===== src/rtl/rs_pkg.sv =====
package rs_pkg;
  localparam int unsigned RST_ON_FRAMES  = 5;
  localparam int unsigned RST_OFF_FRAMES = 2;
  localparam int unsigned FLAG_OFF_FRAMES = 7;
  localparam int unsigned INIT_FRAMES    = 516;
  localparam int unsigned SYNC_STAGES    = 2;
endpackage


===== src/rtl/rs_sync.sv =====
module rs_sync #(
  parameter int unsigned WIDTH  = 1,
  parameter int unsigned STAGES = 2
) (
  input  logic             clk_i,
  input  logic             rst_ni,
  input  logic [WIDTH-1:0] d_i,
  output logic [WIDTH-1:0] q_o
);
  logic [WIDTH-1:0] stage_q [STAGES];

  always_ff @(posedge clk_i or negedge rst_ni) begin
    if (!rst_ni) begin
      for (int i = 0; i < int'(STAGES); i++) stage_q[i] <= '0;
    end else begin
      stage_q[0] <= d_i;
      for (int i = 1; i < int'(STAGES); i++) stage_q[i] <= stage_q[i-1];
    end
  end

  assign q_o = stage_q[STAGES-1];
endmodule


===== src/rtl/rs_frame_timer.sv =====
module rs_frame_timer #(
  parameter int unsigned LIMIT = 5
) (
  input  logic clk_i,
  input  logic rst_ni,
  input  logic tick_i,
  input  logic start_i,
  input  logic stop_i,
  output logic done_o
);
  localparam int unsigned CW = $clog2(LIMIT + 1);
  localparam logic [CW-1:0] LAST = CW'(LIMIT - 1);

  logic [CW-1:0] cnt_q;
  logic          busy_q;
  logic          last_tick;

  assign last_tick = busy_q && tick_i && (cnt_q == LAST);
  // stop wins over start; a fresh start drops any pending completion
  assign done_o = last_tick && !stop_i && !start_i;

  always_ff @(posedge clk_i or negedge rst_ni) begin
    if (!rst_ni) begin
      cnt_q  <= '0;
      busy_q <= 1'b0;
    end else if (stop_i) begin
      cnt_q  <= '0;
      busy_q <= 1'b0;
    end else if (start_i) begin
      cnt_q  <= '0;
      busy_q <= 1'b1;
    end else if (busy_q && tick_i) begin
      if (last_tick) begin
        cnt_q  <= '0;
        busy_q <= 1'b0;
      end else begin
        cnt_q <= cnt_q + 1'b1;
      end
    end
  end
endmodule


===== src/rtl/audio_rst_seq.sv =====
module audio_rst_seq
  import rs_pkg::*;
#(
  parameter int unsigned RST_ON  = RST_ON_FRAMES,
  parameter int unsigned RST_OFF = RST_OFF_FRAMES,
  parameter int unsigned FLAG_OFF = FLAG_OFF_FRAMES,
  parameter int unsigned INIT_LEN = INIT_FRAMES
) (
  input  logic clk_i,
  input  logic rst_ni,
  input  logic frame_i,
  input  logic pdn_ni,
  input  logic run_bit_i,
  output logic dp_rst_o,
  output logic zero_flag_o,
  output logic adc_init_o,
  output logic sdata_zero_o,
  output logic init_done_o
);
  logic [1:0] sync_q;
  logic       frame_s, run_s, frame_q, run_q;
  logic       tick, run_eff, fall, rise, pd;
  logic       on_done, off_done, flag_done, init_end;
  logic       dp_rst_q, flag_q, init_q, done_q;

  rs_sync #(.WIDTH(2), .STAGES(SYNC_STAGES)) u_sync (
    .clk_i (clk_i),
    .rst_ni(rst_ni),
    .d_i   ({frame_i, run_bit_i}),
    .q_o   (sync_q)
  );
  assign frame_s = sync_q[1];
  assign run_s   = sync_q[0];

  assign pd      = !pdn_ni;
  assign run_eff = run_s && pdn_ni;
  assign tick    = frame_s && !frame_q;
  assign fall    = run_q && !run_eff;
  assign rise    = !run_q && run_eff;

  always_ff @(posedge clk_i or negedge rst_ni) begin
    if (!rst_ni) begin
      frame_q <= 1'b0;
      run_q   <= 1'b0;
    end else begin
      frame_q <= frame_s;
      run_q   <= run_eff;
    end
  end

  rs_frame_timer #(.LIMIT(RST_ON)) u_on_tmr (
    .clk_i(clk_i), .rst_ni(rst_ni), .tick_i(tick),
    .start_i(fall), .stop_i(rise || pd), .done_o(on_done)
  );

  rs_frame_timer #(.LIMIT(RST_OFF)) u_off_tmr (
    .clk_i(clk_i), .rst_ni(rst_ni), .tick_i(tick),
    .start_i(rise), .stop_i(fall || pd), .done_o(off_done)
  );

  rs_frame_timer #(.LIMIT(FLAG_OFF)) u_flag_tmr (
    .clk_i(clk_i), .rst_ni(rst_ni), .tick_i(tick),
    .start_i(rise), .stop_i(fall || pd), .done_o(flag_done)
  );

  rs_frame_timer #(.LIMIT(INIT_LEN)) u_init_tmr (
    .clk_i(clk_i), .rst_ni(rst_ni), .tick_i(tick),
    .start_i(off_done && dp_rst_q), .stop_i(fall || pd), .done_o(init_end)
  );

  always_ff @(posedge clk_i or negedge rst_ni) begin
    if (!rst_ni) begin
      dp_rst_q <= 1'b1;
      flag_q   <= 1'b1;
      init_q   <= 1'b0;
      done_q   <= 1'b0;
    end else if (pd) begin
      dp_rst_q <= 1'b1;
      flag_q   <= 1'b1;
      init_q   <= 1'b0;
      done_q   <= 1'b0;
    end else begin
      done_q <= 1'b0;
      if (fall) begin
        flag_q <= 1'b1;
        init_q <= 1'b0;
      end
      if (on_done) dp_rst_q <= 1'b1;
      if (off_done && dp_rst_q) begin
        dp_rst_q <= 1'b0;
        init_q   <= 1'b1;
      end
      if (flag_done) flag_q <= 1'b0;
      if (init_end) begin
        init_q <= 1'b0;
        done_q <= 1'b1;
      end
    end
  end

  assign dp_rst_o     = dp_rst_q;
  assign zero_flag_o  = flag_q;
  assign adc_init_o   = init_q;
  assign init_done_o  = done_q;
  assign sdata_zero_o = pd || dp_rst_q || init_q;
endmodule


===== config.mk =====
export PLATFORM = sky130hd
export DESIGN_NAME = audio_rst_seq
export DESIGN_NICKNAME = d
export VERILOG_FILES = /design/src/rtl/rs_pkg.sv /design/src/rtl/rs_sync.sv /design/src/rtl/rs_frame_timer.sv /design/src/rtl/audio_rst_seq.sv
export SDC_FILE = /design/constraint.sdc
export NUM_CORES = 1
export LEC_CHECK = 0
export BUFFER_PORTS_ARGS = -buffer_cell sky130_fd_sc_hd__buf_2
export CAP_MARGIN = 40
export CORE_MARGIN = 5
export CORE_UTILIZATION = 50
export CTS_CLUSTER_DIAMETER = 200
export DETAILED_ROUTE_END_ITERATION = 10
export PLACE_DENSITY = 0.65
export SLEW_MARGIN = 20
export SYNTH_ARGS = -nofsm -noshare
export SYNTH_HDL_FRONTEND = slang
export SYNTH_SLANG_ARGS = --single-unit

===== constraint.sdc =====
create_clock -name clk_i -period 3.3 [get_ports clk_i]
set_input_delay 0.66 -clock clk_i [delete_from_list [all_inputs] [get_ports clk_i]]
set_output_delay 0.66 -clock clk_i [all_outputs]
set_load 0.01 [all_outputs]

Word level (Yosys, flattened, before mapping)

Index checks and enable logic that the tools add are counted.

Bits in registers: 32
Input bits: 5
Output and inout bits: 5
Word-level logic and storage cells: 117

Add/subtract/negate cells: 4
Equality and inequality tests: 7
Multiplexer cells: 44
Reduce and logical (&&, ||, !) cells: 46

Operators with widths:

| kind                  | count |
|---|---|
| $mux 10               | 4 |
| $mux 1                | 28 |
| $mux 3                | 8 |
| $reduce_bool 3->1     | 8 |
| $logic_and 1x1->1     | 21 |
| $add 10x1->10 const B | 1 |
| $eq 10x10->1 const B  | 1 |
| $logic_not 1->1       | 9 |
| $mux 2                | 4 |
| $reduce_and 2->1      | 4 |
| $add 3x1->3 const B   | 2 |
| $eq 3x3->1 const B    | 2 |
| $ne 3x1->1 const B    | 2 |
| $logic_or 1x1->1      | 4 |
| $ne 4x1->1 const B    | 1 |
| $add 2x1->2 const B   | 1 |
| $eq 2x1->1 const B    | 1 |

Longest topological paths before layout

Gate-level depths: netlist of the first run.

Depth after elaboration: 12
Gate-level depth with buffers: 6
Depth with buffers taken out: 6

Cells and area by module

Synthesis of the first run repeated with hierarchy kept, for this count alone.

Cells, all modules: 148
Area total of the unflattened synthesis: 1551.5 µm²

By module, submodules not included:

| module                       | instances | cells each | area an instance (µm²) | sequential area each (µm²) |
|---|---|---|---|---|
| rs_frame_timer at u_init_tmr | 1         | 58         | 559.3                  | 275.3 |
| audio_rst_seq                | 1         | 24         | 261.5                  | 152.6 |
| rs_frame_timer at u_on_tmr   | 1         | 24         | 251.5                  | 100.1 |
| rs_frame_timer at u_flag_tmr | 1         | 23         | 225.2                  | 100.1 |
| rs_frame_timer at u_off_tmr  | 1         | 13         | 138.9                  | 75.1 |
| rs_sync                      | 1         | 6          | 115.1                  | 100.1 |

Worst setup path before layout of the first run

OpenSTA, ideal clock, no wires.

Path type: input-to-reg
From: input pdn_ni
To: register u_init_tmr.cnt_q[9]
Arrival time: 1781 ps
Slack: 1453 ps
Cell stages on the path: 5
Path buffers: 1
Path through: buf_6 > nand2_1 > or3_4 > or4_1 > nand2_1

Cells in the longest elaborated chain, start to end: 10

Ends and longest elaborated chain:

| element                        | RTL line                                 | text |
|---|---|---|
| start, declared                | audio_rst_seq.sv:12                      | `input logic pdn_ni,` |
| $logic_and 1x1->1              | audio_rst_seq.sv:36                      | `assign run_eff = run_s && pdn_ni;` |
| $logic_not 1->1                | audio_rst_seq.sv:38                      | `assign fall = run_q && !run_eff;` |
| $logic_and 1x1->1              | audio_rst_seq.sv:38                      |  |
| $logic_or 1x1->1               | audio_rst_seq.sv:58, audio_rst_seq.sv:68 |  |
| $logic_not 1->1                | rs_frame_timer.sv:20                     | `assign done_o = last_tick && !stop_i && !start_i;` |
| $logic_and 1x1->1 (2 in a row) | rs_frame_timer.sv:20                     |  |
| $logic_and 1x1->1              | audio_rst_seq.sv:68                      | `.start_i(off_done && dp_rst_q), .stop_i(fall \|\| pd), .done_o(init_end)` |
| $mux 10                        | rs_frame_timer.sv:29                     | `end else if (start_i) begin` |
| $mux 10                        | rs_frame_timer.sv:26                     | `end else if (stop_i) begin` |
| end signal, assigned           | rs_frame_timer.sv:37                     | `cnt_q <= cnt_q + 1'b1;` |
| end, declared                  | rs_frame_timer.sv:14                     | `logic [CW-1:0] cnt_q;` |

Parallel ways exist; a longest one is shown, timed or not.
A chain may end at the register's enable or synchronous reset.

Final worst setup path of the first run

From: register u_init_tmr.cnt_q[0]
To: register u_init_tmr.cnt_q[9]

Cells in the longest elaborated chain, start to end: 6

Ends and longest elaborated chain:

| element                                               | RTL line             | text |
|---|---|---|
| branches (longest 2 deep; another with $add 10x1->10) | n/a                  |  |
| $mux 10 (*)                                           | rs_frame_timer.sv:33 | `if (last_tick) begin` |
| $mux 10 (*)                                           | rs_frame_timer.sv:32 | `end else if (busy_q && tick_i) begin` |
| $mux 10 (*)                                           | rs_frame_timer.sv:29 |  |
| $mux 10 (*)                                           | rs_frame_timer.sv:26 |  |

Mark *: on every way between the ends. The select of a mux whose other input is x is not followed.

==> impl_metrics.py, run 1 <==
metrics = {
    "placed_design": {
        "post-dp-hpwl_mm": 2.064,
        "place.gp.congestion": 0.8100,
        "portBuffers": 9,
    },
    "die": {
        "die_area_um2": 4243,
        "rows": 20,
        "die_w_um": 65.14,
        "initial_core_util_pct": 51.05,
        "die_y_um": 65.14,
        "ios": 10,
        "core-area_um2": 2978,
    },
    "layout": {
        "layout.nets": 175,
        "fin_util_pct": 55.84,
        "area_growth_pct": 9.382,
        "diodes": 0,
        "drive_gt1_share_pct": 16.27,
    },
    "timing": {
        "tightest_slew_ps": 771.5,
        "period_share_pct": 61.85,
        "skew_ps": 4.870,
        "hold_viol": 0,
        "drv_slew": 0,
        "fmax_ghz": 0.4899,
        "layout_min_cycle_time_ps": 2041,
        "rsz0062_at_grt": "no",
        "tns_ps": 0,
        "setup_viol": 0,
        "slew-limit-headroom_pct": 47.76,
    },
    "clock_tree": {
        "ctsResizeCount": 0,
        "post-cts-setup-buffers": 0,
        "clock_tree.buffer_depth": 2,
        "clock_sinks": 32,
        "cts_hold_buffers": 0,
        "clock_latency_ps": 330,
        "cts_made_buffers": 5,
        "cts_tree": "built",
        "cts-root-buf": "clkbuf_4",
        "clk_pin_slew_worst_paths_ps": 100,
        "htree_levels": 2,
    },
    "critical_path": {
        "worstSetupPathType": "reg -> reg",
        "cp_top_family": "simple AND/OR/NAND/NOR gates",
        "cp_slowest_cell": "or4_1",
        "crit_chain": "ha_1, nand4b_1, nor3_2, or3_4, or4_1, nand2_1",
        "path_buf_inv": 0,
        "end_kind": "flip-flop",
        "cp.arrival_ps": 2310,
        "max_stage_delay_ps": 510,
        "startpoint_type": "flip-flop",
        "required_ps": 3570,
        "crit_fanout": 5,
    },
    "power": {
        "p_switching_w": 0.0001576,
        "p_int_w": 0.0005354,
        "peakVddDrop_mv": 0.2572,
        "p_comb_share_pct": 5.2,
        "clock_power_share_pct": 36.6,
        "powerDensity_nw_per_um2": 416.8,
        "power_frac_seq_pct": 58.2,
        "leakagePower_nw": 0.7330,
        "sw_frac_of_total_pct": 22.74,
    },
    "drt": {
        "routed_wl_mm": 2.906,
        "drc": 0,
        "drt_iter0_markers": 62,
        "vias": 1116,
        "ant_nets": 0,
        "drt-vias-per-instance": 5.608,
        "wl_per_cell_um": 14.60,
        "dr.pass1.iters": 4,
    },
    "global_routing": {
        "grt_start_max_net_pins": 33,
        "met3_usage_pct": 3.761,
        "use_met2_pct": 26.18,
        "grt-ovfl-total": 0,
        "use_met1_pct": 19.58,
        "antenna_found_initial": 0,
        "grt_first_pass_wirelength_mm": 5.064,
        "grt_busiest_layer": "met2",
        "grt.total_usage_pct": 15.89,
        "grt_pass1_vias": 1132,
    },
    "synthesis": {
        "ys_types": 39,
        "avgSynthCellArea_um2": 10.07,
        "syn_nets": 161,
        "syn_area_um2": 1520,
        "yosysSeqAreaShare_pct": 52.84,
        "syn_inst": 151,
        "ys_warn_count": 0,
        "ys_seq_elements": 32,
    },
    "run": {
        "maxCapViolations": 0,
    },
    "hold_path": {
        "hold_class": "reg -> reg",
    },
    "run_status": {
        "status": "completed",
    },
}
## final timing paths
| path | from | end | slack, ps | cells after the start |
|---|---|---|---|---|
| max | u_init_tmr.cnt_q[0] | u_init_tmr.cnt_q[9] | 1260 | 6 |
| min | u_sync.stage_q[2] | u_sync.q_o[0] | 360 | 0 |
| max reg2reg | u_init_tmr.cnt_q[0] | u_init_tmr.cnt_q[9] | 1260 | 6 |
| min reg2reg | u_sync.stage_q[2] | u_sync.q_o[0] | 360 | 0 |
| max in group asynchronous | rst_ni | u_init_tmr.cnt_q[9] | 2460 | 1 |
| min in group asynchronous | rst_ni | u_flag_tmr.cnt_q[0] | 370 | 1 |
## area by class of cell
| cell class | instances | area, µm² |
|---|---|---|
| fill | 268 | 1315 |
| sequential | 32 | 803.3 |
| multi-input combinational | 107 | 663.1 |
| clock buffer | 8 | 68.82 |
| timing repair buffer | 10 | 52.55 |
| tap | 33 | 41.29 |
| inverter | 9 | 33.78 |
## worst reg2reg max path, stage by stage, from the launching register on
cell and delay, ps:
dfrtp_1 430, ha_1 240, nand4b_1 220, nor3_2 130, or3_4 370, or4_1 510
nand2_1 80
## layer usage
layer  vias to the layer above  share of wire (%)
li1                        555                  -
met1                       535                 47
met2                        19                 46
met3                         7                4.3
met4                         0                2.2
met5                         -                  0
## power by group through the flow
stage / Clock, W / Sequential [W] / Combinational (W)
after global routing: 0.000279 / 0.000405 / 0.0000415
after floorplan: 0 / 0.000410 / 0.0000221
after global placement: 0 / 0.000411 / 0.0000355
after CTS: 0.000260 / 0.000403 / 0.0000367
after detailed placement: 0 / 0.000411 / 0.0000365
final: 0.000254 / 0.000403 / 0.0000358
## synthesized netlist by cell type, drive strengths merged
master	instances	area share, %
nor2b	4	1.6
o22ai	1	0.41
nand3	11	3.6
or4	2	0.99
nor3	5	2.0
dfstp	2	3.5
nand4b	3	1.7
nand2	12	3.0
nor2	15	3.7
a21o	1	0.49
or3	4	2.0
o2111a	1	0.82
a211oi	2	0.99
o21ai	7	2.3
a21oi	11	3.6
ha	5	4.1
and2	2	0.91
o211ai	1	0.49
or4b	1	0.66
o311ai	1	0.58
and2b	1	0.58
clkbuf	1	0.25
nand2b	2	0.82
a21boi	1	0.49
inv	9	2.2
xnor2	4	2.3
a31oi	1	0.41
and3b	1	0.82
dfrtp	30	49
xor2	2	1.2
nor3b	1	0.49
maj3	2	1.3
buf	2	1.1
or2	1	0.41
nand4	2	0.82
## stage by stage
step	setup WS, ps	instance area [µm²]	hold WS (ps)	instances	power [W]
2_1_floorplan	1453	1520	331.2	151	0.0004320
3_3_place_gp	1321	1594	334.5	191	0.0004465
3_5_place_dp	1169	1594	337.9	191	0.0004477
4_1_cts	1235	1663	360.9	199	0.0007000
5_1_grt	1045	1663	383.3	199	0.0007259
6_report	1259	1663	357.8	199	0.0006930
## state kept, by name (all words and copies together) (netlist names)
signal and cells:
u_flag_tmr.cnt_q 3, u_on_tmr.cnt_q 3, dp_rst_o 1, u_flag_tmr.busy_q 1
u_init_tmr.cnt_q 10, u_init_tmr.busy_q 1, zero_flag_o 1, u_sync.q_o 2
adc_init_o 1, u_on_tmr.busy_q 1, u_off_tmr.cnt_q 2, u_off_tmr.busy_q 1
run_q 1, init_done_o 1, u_sync.stage_q 2, frame_q 1
## cell families after synthesis
kind of cell	count (synthesis)	synth area share, %
buffers and inverters	12	3.538
DFF	32	52.84
adders and majority gates	7	5.432
xor gates and xnor gates	6	3.457
and+or+nand+nor	67	24.12
AOI/OAI and AO/OA	27	10.62
## cell usage in the layout (no fill, tap or decap), types with 3 or more instances in the layout
cell / synthesis / routed
o21ai_0: 7 / 7
a21oi_1: 11 / 11
nand2_1: 12 / 12
nor2b_1: 4 / 4
ha_1: 5 / 5
inv_1: 9 / 9
nand3_1: 11 / 11
dfrtp_1: 30 / 30
clkbuf_4: 0 / 5
buf_2: 1 / 9
nor3_1: 4 / 4
nor2_1: 15 / 15
or3_1: 3 / 3
nand4b_1: 3 / 3
xnor2_1: 4 / 4
(Power assumes the default switching activity.)
==> run 2: changes to the inputs <==
clock period = 1.9 ns   (was 3.3 ns; I/O delays follow)
==> impl_metrics.py, run 2 (synthesized netlist as in run 1, its figures left out) <==
metrics = {
    "critical_path": {
        "endpoint": "u_init_tmr.busy_q",
        "r2r_cells": 5,
        "worstSetupPathType": "reg -> reg",
        "end_kind": "flip-flop",
        "required_ps": 2130,
        "r2r_slack_ps": 80,
        "reg2reg_to": "u_init_tmr.busy_q",
        "r2r-start": "u_init_tmr.cnt_q[3]",
        "crit_path_start": "u_init_tmr.cnt_q[3]",
        "startpoint_type": "flip-flop",
        "cp.arrival_ps": 2050,
        "crit_fanout": 4,
    },
    "timing": {
        "slew-limit-headroom_pct": 53.67,
        "tightest_slew_ps": 694.9,
        "skew_ps": 9.943,
        "fmax_ghz": 0.5492,
        "setup_slack_ps": 79.21,
        "layout_min_cycle_time_ps": 1821,
        "drv_slew": 0,
        "rsz0062_at_grt": "no",
        "tns_ps": 0,
        "hold_viol": 0,
        "setup_viol": 0,
        "period_share_pct": 95.83,
    },
    "clock_tree": {
        "htree_levels": 2,
        "cts_hold_buffers": 0,
        "cts_tree": "built",
        "clock_latency_ps": 330,
        "clock_tree.buffer_depth": 2,
        "clock_sinks": 32,
        "clk_pin_slew_worst_paths_ps": 100,
        "cts_made_buffers": 5,
        "cts-root-buf": "clkbuf_4",
    },
    "drt": {
        "vias": 1152,
        "drt_iter0_markers": 81,
        "routed_wl_mm": 2.955,
        "drt-vias-per-instance": 5.538,
        "wl_per_cell_um": 14.21,
        "drc": 0,
        "ant_nets": 0,
        "dr.pass1.iters": 4,
    },
    "global_routing": {
        "grt_start_max_net_pins": 33,
        "antenna_found_initial": 0,
        "grt_first_pass_wirelength_mm": 5.085,
        "grt_pass1_vias": 1084,
        "grt-ovfl-total": 0,
        "grt.total_usage_pct": 15.97,
    },
    "run_status": {
        "status": "completed",
    },
    "layout": {
        "ff_latch_area_um2": 803.3,
        "nFillCells": 255,
        "layout.nets": 185,
        "final_common_cell": "dfrtp_1",
        "final_cell_mix": "30 x dfrtp_1, 15 x nor2_1, 12 x nand2_1",
        "fin_util_pct": 58.78,
        "area_growth_pct": 15.14,
        "diodes": 0,
        "multi_input_area_um2": 679.4,
        "reg_top3": "u_init_tmr.cnt_q (10), u_flag_tmr.cnt_q (3), u_on_tmr.cnt_q (3)",
        "drive_gt1_share_pct": 22.29,
        "top_register": "u_init_tmr.cnt_q",
        "largest_reg_flops": 10,
    },
    "placed_design": {
        "place.gp.congestion": 0.8117,
        "portBuffers": 9,
        "dp_slack_ps": 15.67,
        "post-dp-hpwl_mm": 2.070,
    },
    "die": {
        "ios": 10,
        "die_y_um": 65.14,
        "core-area_um2": 2978,
        "die_w_um": 65.14,
        "die_area_um2": 4243,
        "rows": 20,
        "initial_core_util_pct": 51.05,
    },
    "power": {
        "leakagePower_nw": 0.7759,
        "powerDensity_nw_per_um2": 681.6,
        "peakVddDrop_mv": 0.4780,
    },
    "run": {
        "maxCapViolations": 0,
    },
    "hold_path": {
        "hold_class": "in -> async",
    },
}
[run 2: area by class of cell]
cell class / count / share of cell area (%)
timing repair buffer: 20 / 7.291
multi-input combinational: 107 / 38.81
inverter: 9 / 1.930
sequential: 32 / 45.89
clock buffer: 7 / 3.717
tap: 33 / 2.359
[run 2: timing repair]
item	4_1_cts	5_1_grt
endpoints found under the hold margin	0	0
endpoints found under the setup margin	0	5
gates resized for setup	0	3
buffers inserted	0	5
[run 2: per-stage QoR]
| step | instances | instance area [µm²] | total power [W] | hold slack (ps) |
|---|---|---|---|---|
| floorplan | 151 | 1520 | 0.0007504 | 84.41 |
| global placement | 196 | 1632 | 0.0007788 | 338.0 |
| detailed placement | 196 | 1632 | 0.0007798 | 336.3 |
| CTS | 203 | 1697 | 0.001206 | 100.2 |
| global route | 208 | 1750 | 0.001264 | 125.0 |
| finish | 208 | 1750 | 0.001193 | 80.36 |
[run 2: worst max-delay path: stages, from the launching register on]
cell,delay (ps)
dfrtp_1,400
or4b_2,730
nor3_4,210
buf_4,150
nor3_1,50
a21o_1,180
[run 2: how the worst min path moves through the flow]
| stage | startpoint | endpoint | slack, ps | cells after the start |
|---|---|---|---|---|
| after global placement | u_sync.stage_q[2] | u_sync.q_o[0] | 340 | 0 |
| after CTS | rst_ni | adc_init_o | 100 | 1 |
| after floorplan | rst_ni | adc_init_o | 80 | 0 |
| final | rst_ni | u_init_tmr.cnt_q[8] | 80 | 1 |
| after detailed placement | u_sync.stage_q[3] | u_sync.q_o[1] | 340 | 0 |
| after global routing | rst_ni | adc_init_o | 130 | 1 |
[run 2: report_power, final]
group	switching, W	total [W]	internal, W
combinational	0.0000432	0.0000684	0.0000252
sequential	0.00000885	0.000701	0.000692
clock	0.000214	0.000424	0.000210
[run 2: per-layer routing]
layer  track usage, %  up-vias  share of wire, %
met5                0        -                 0
met4            6.218        0               1.7
met1            22.68      546                50
met3            5.983        6               4.6
li1                 -      576                 -
met2            21.97       24                43
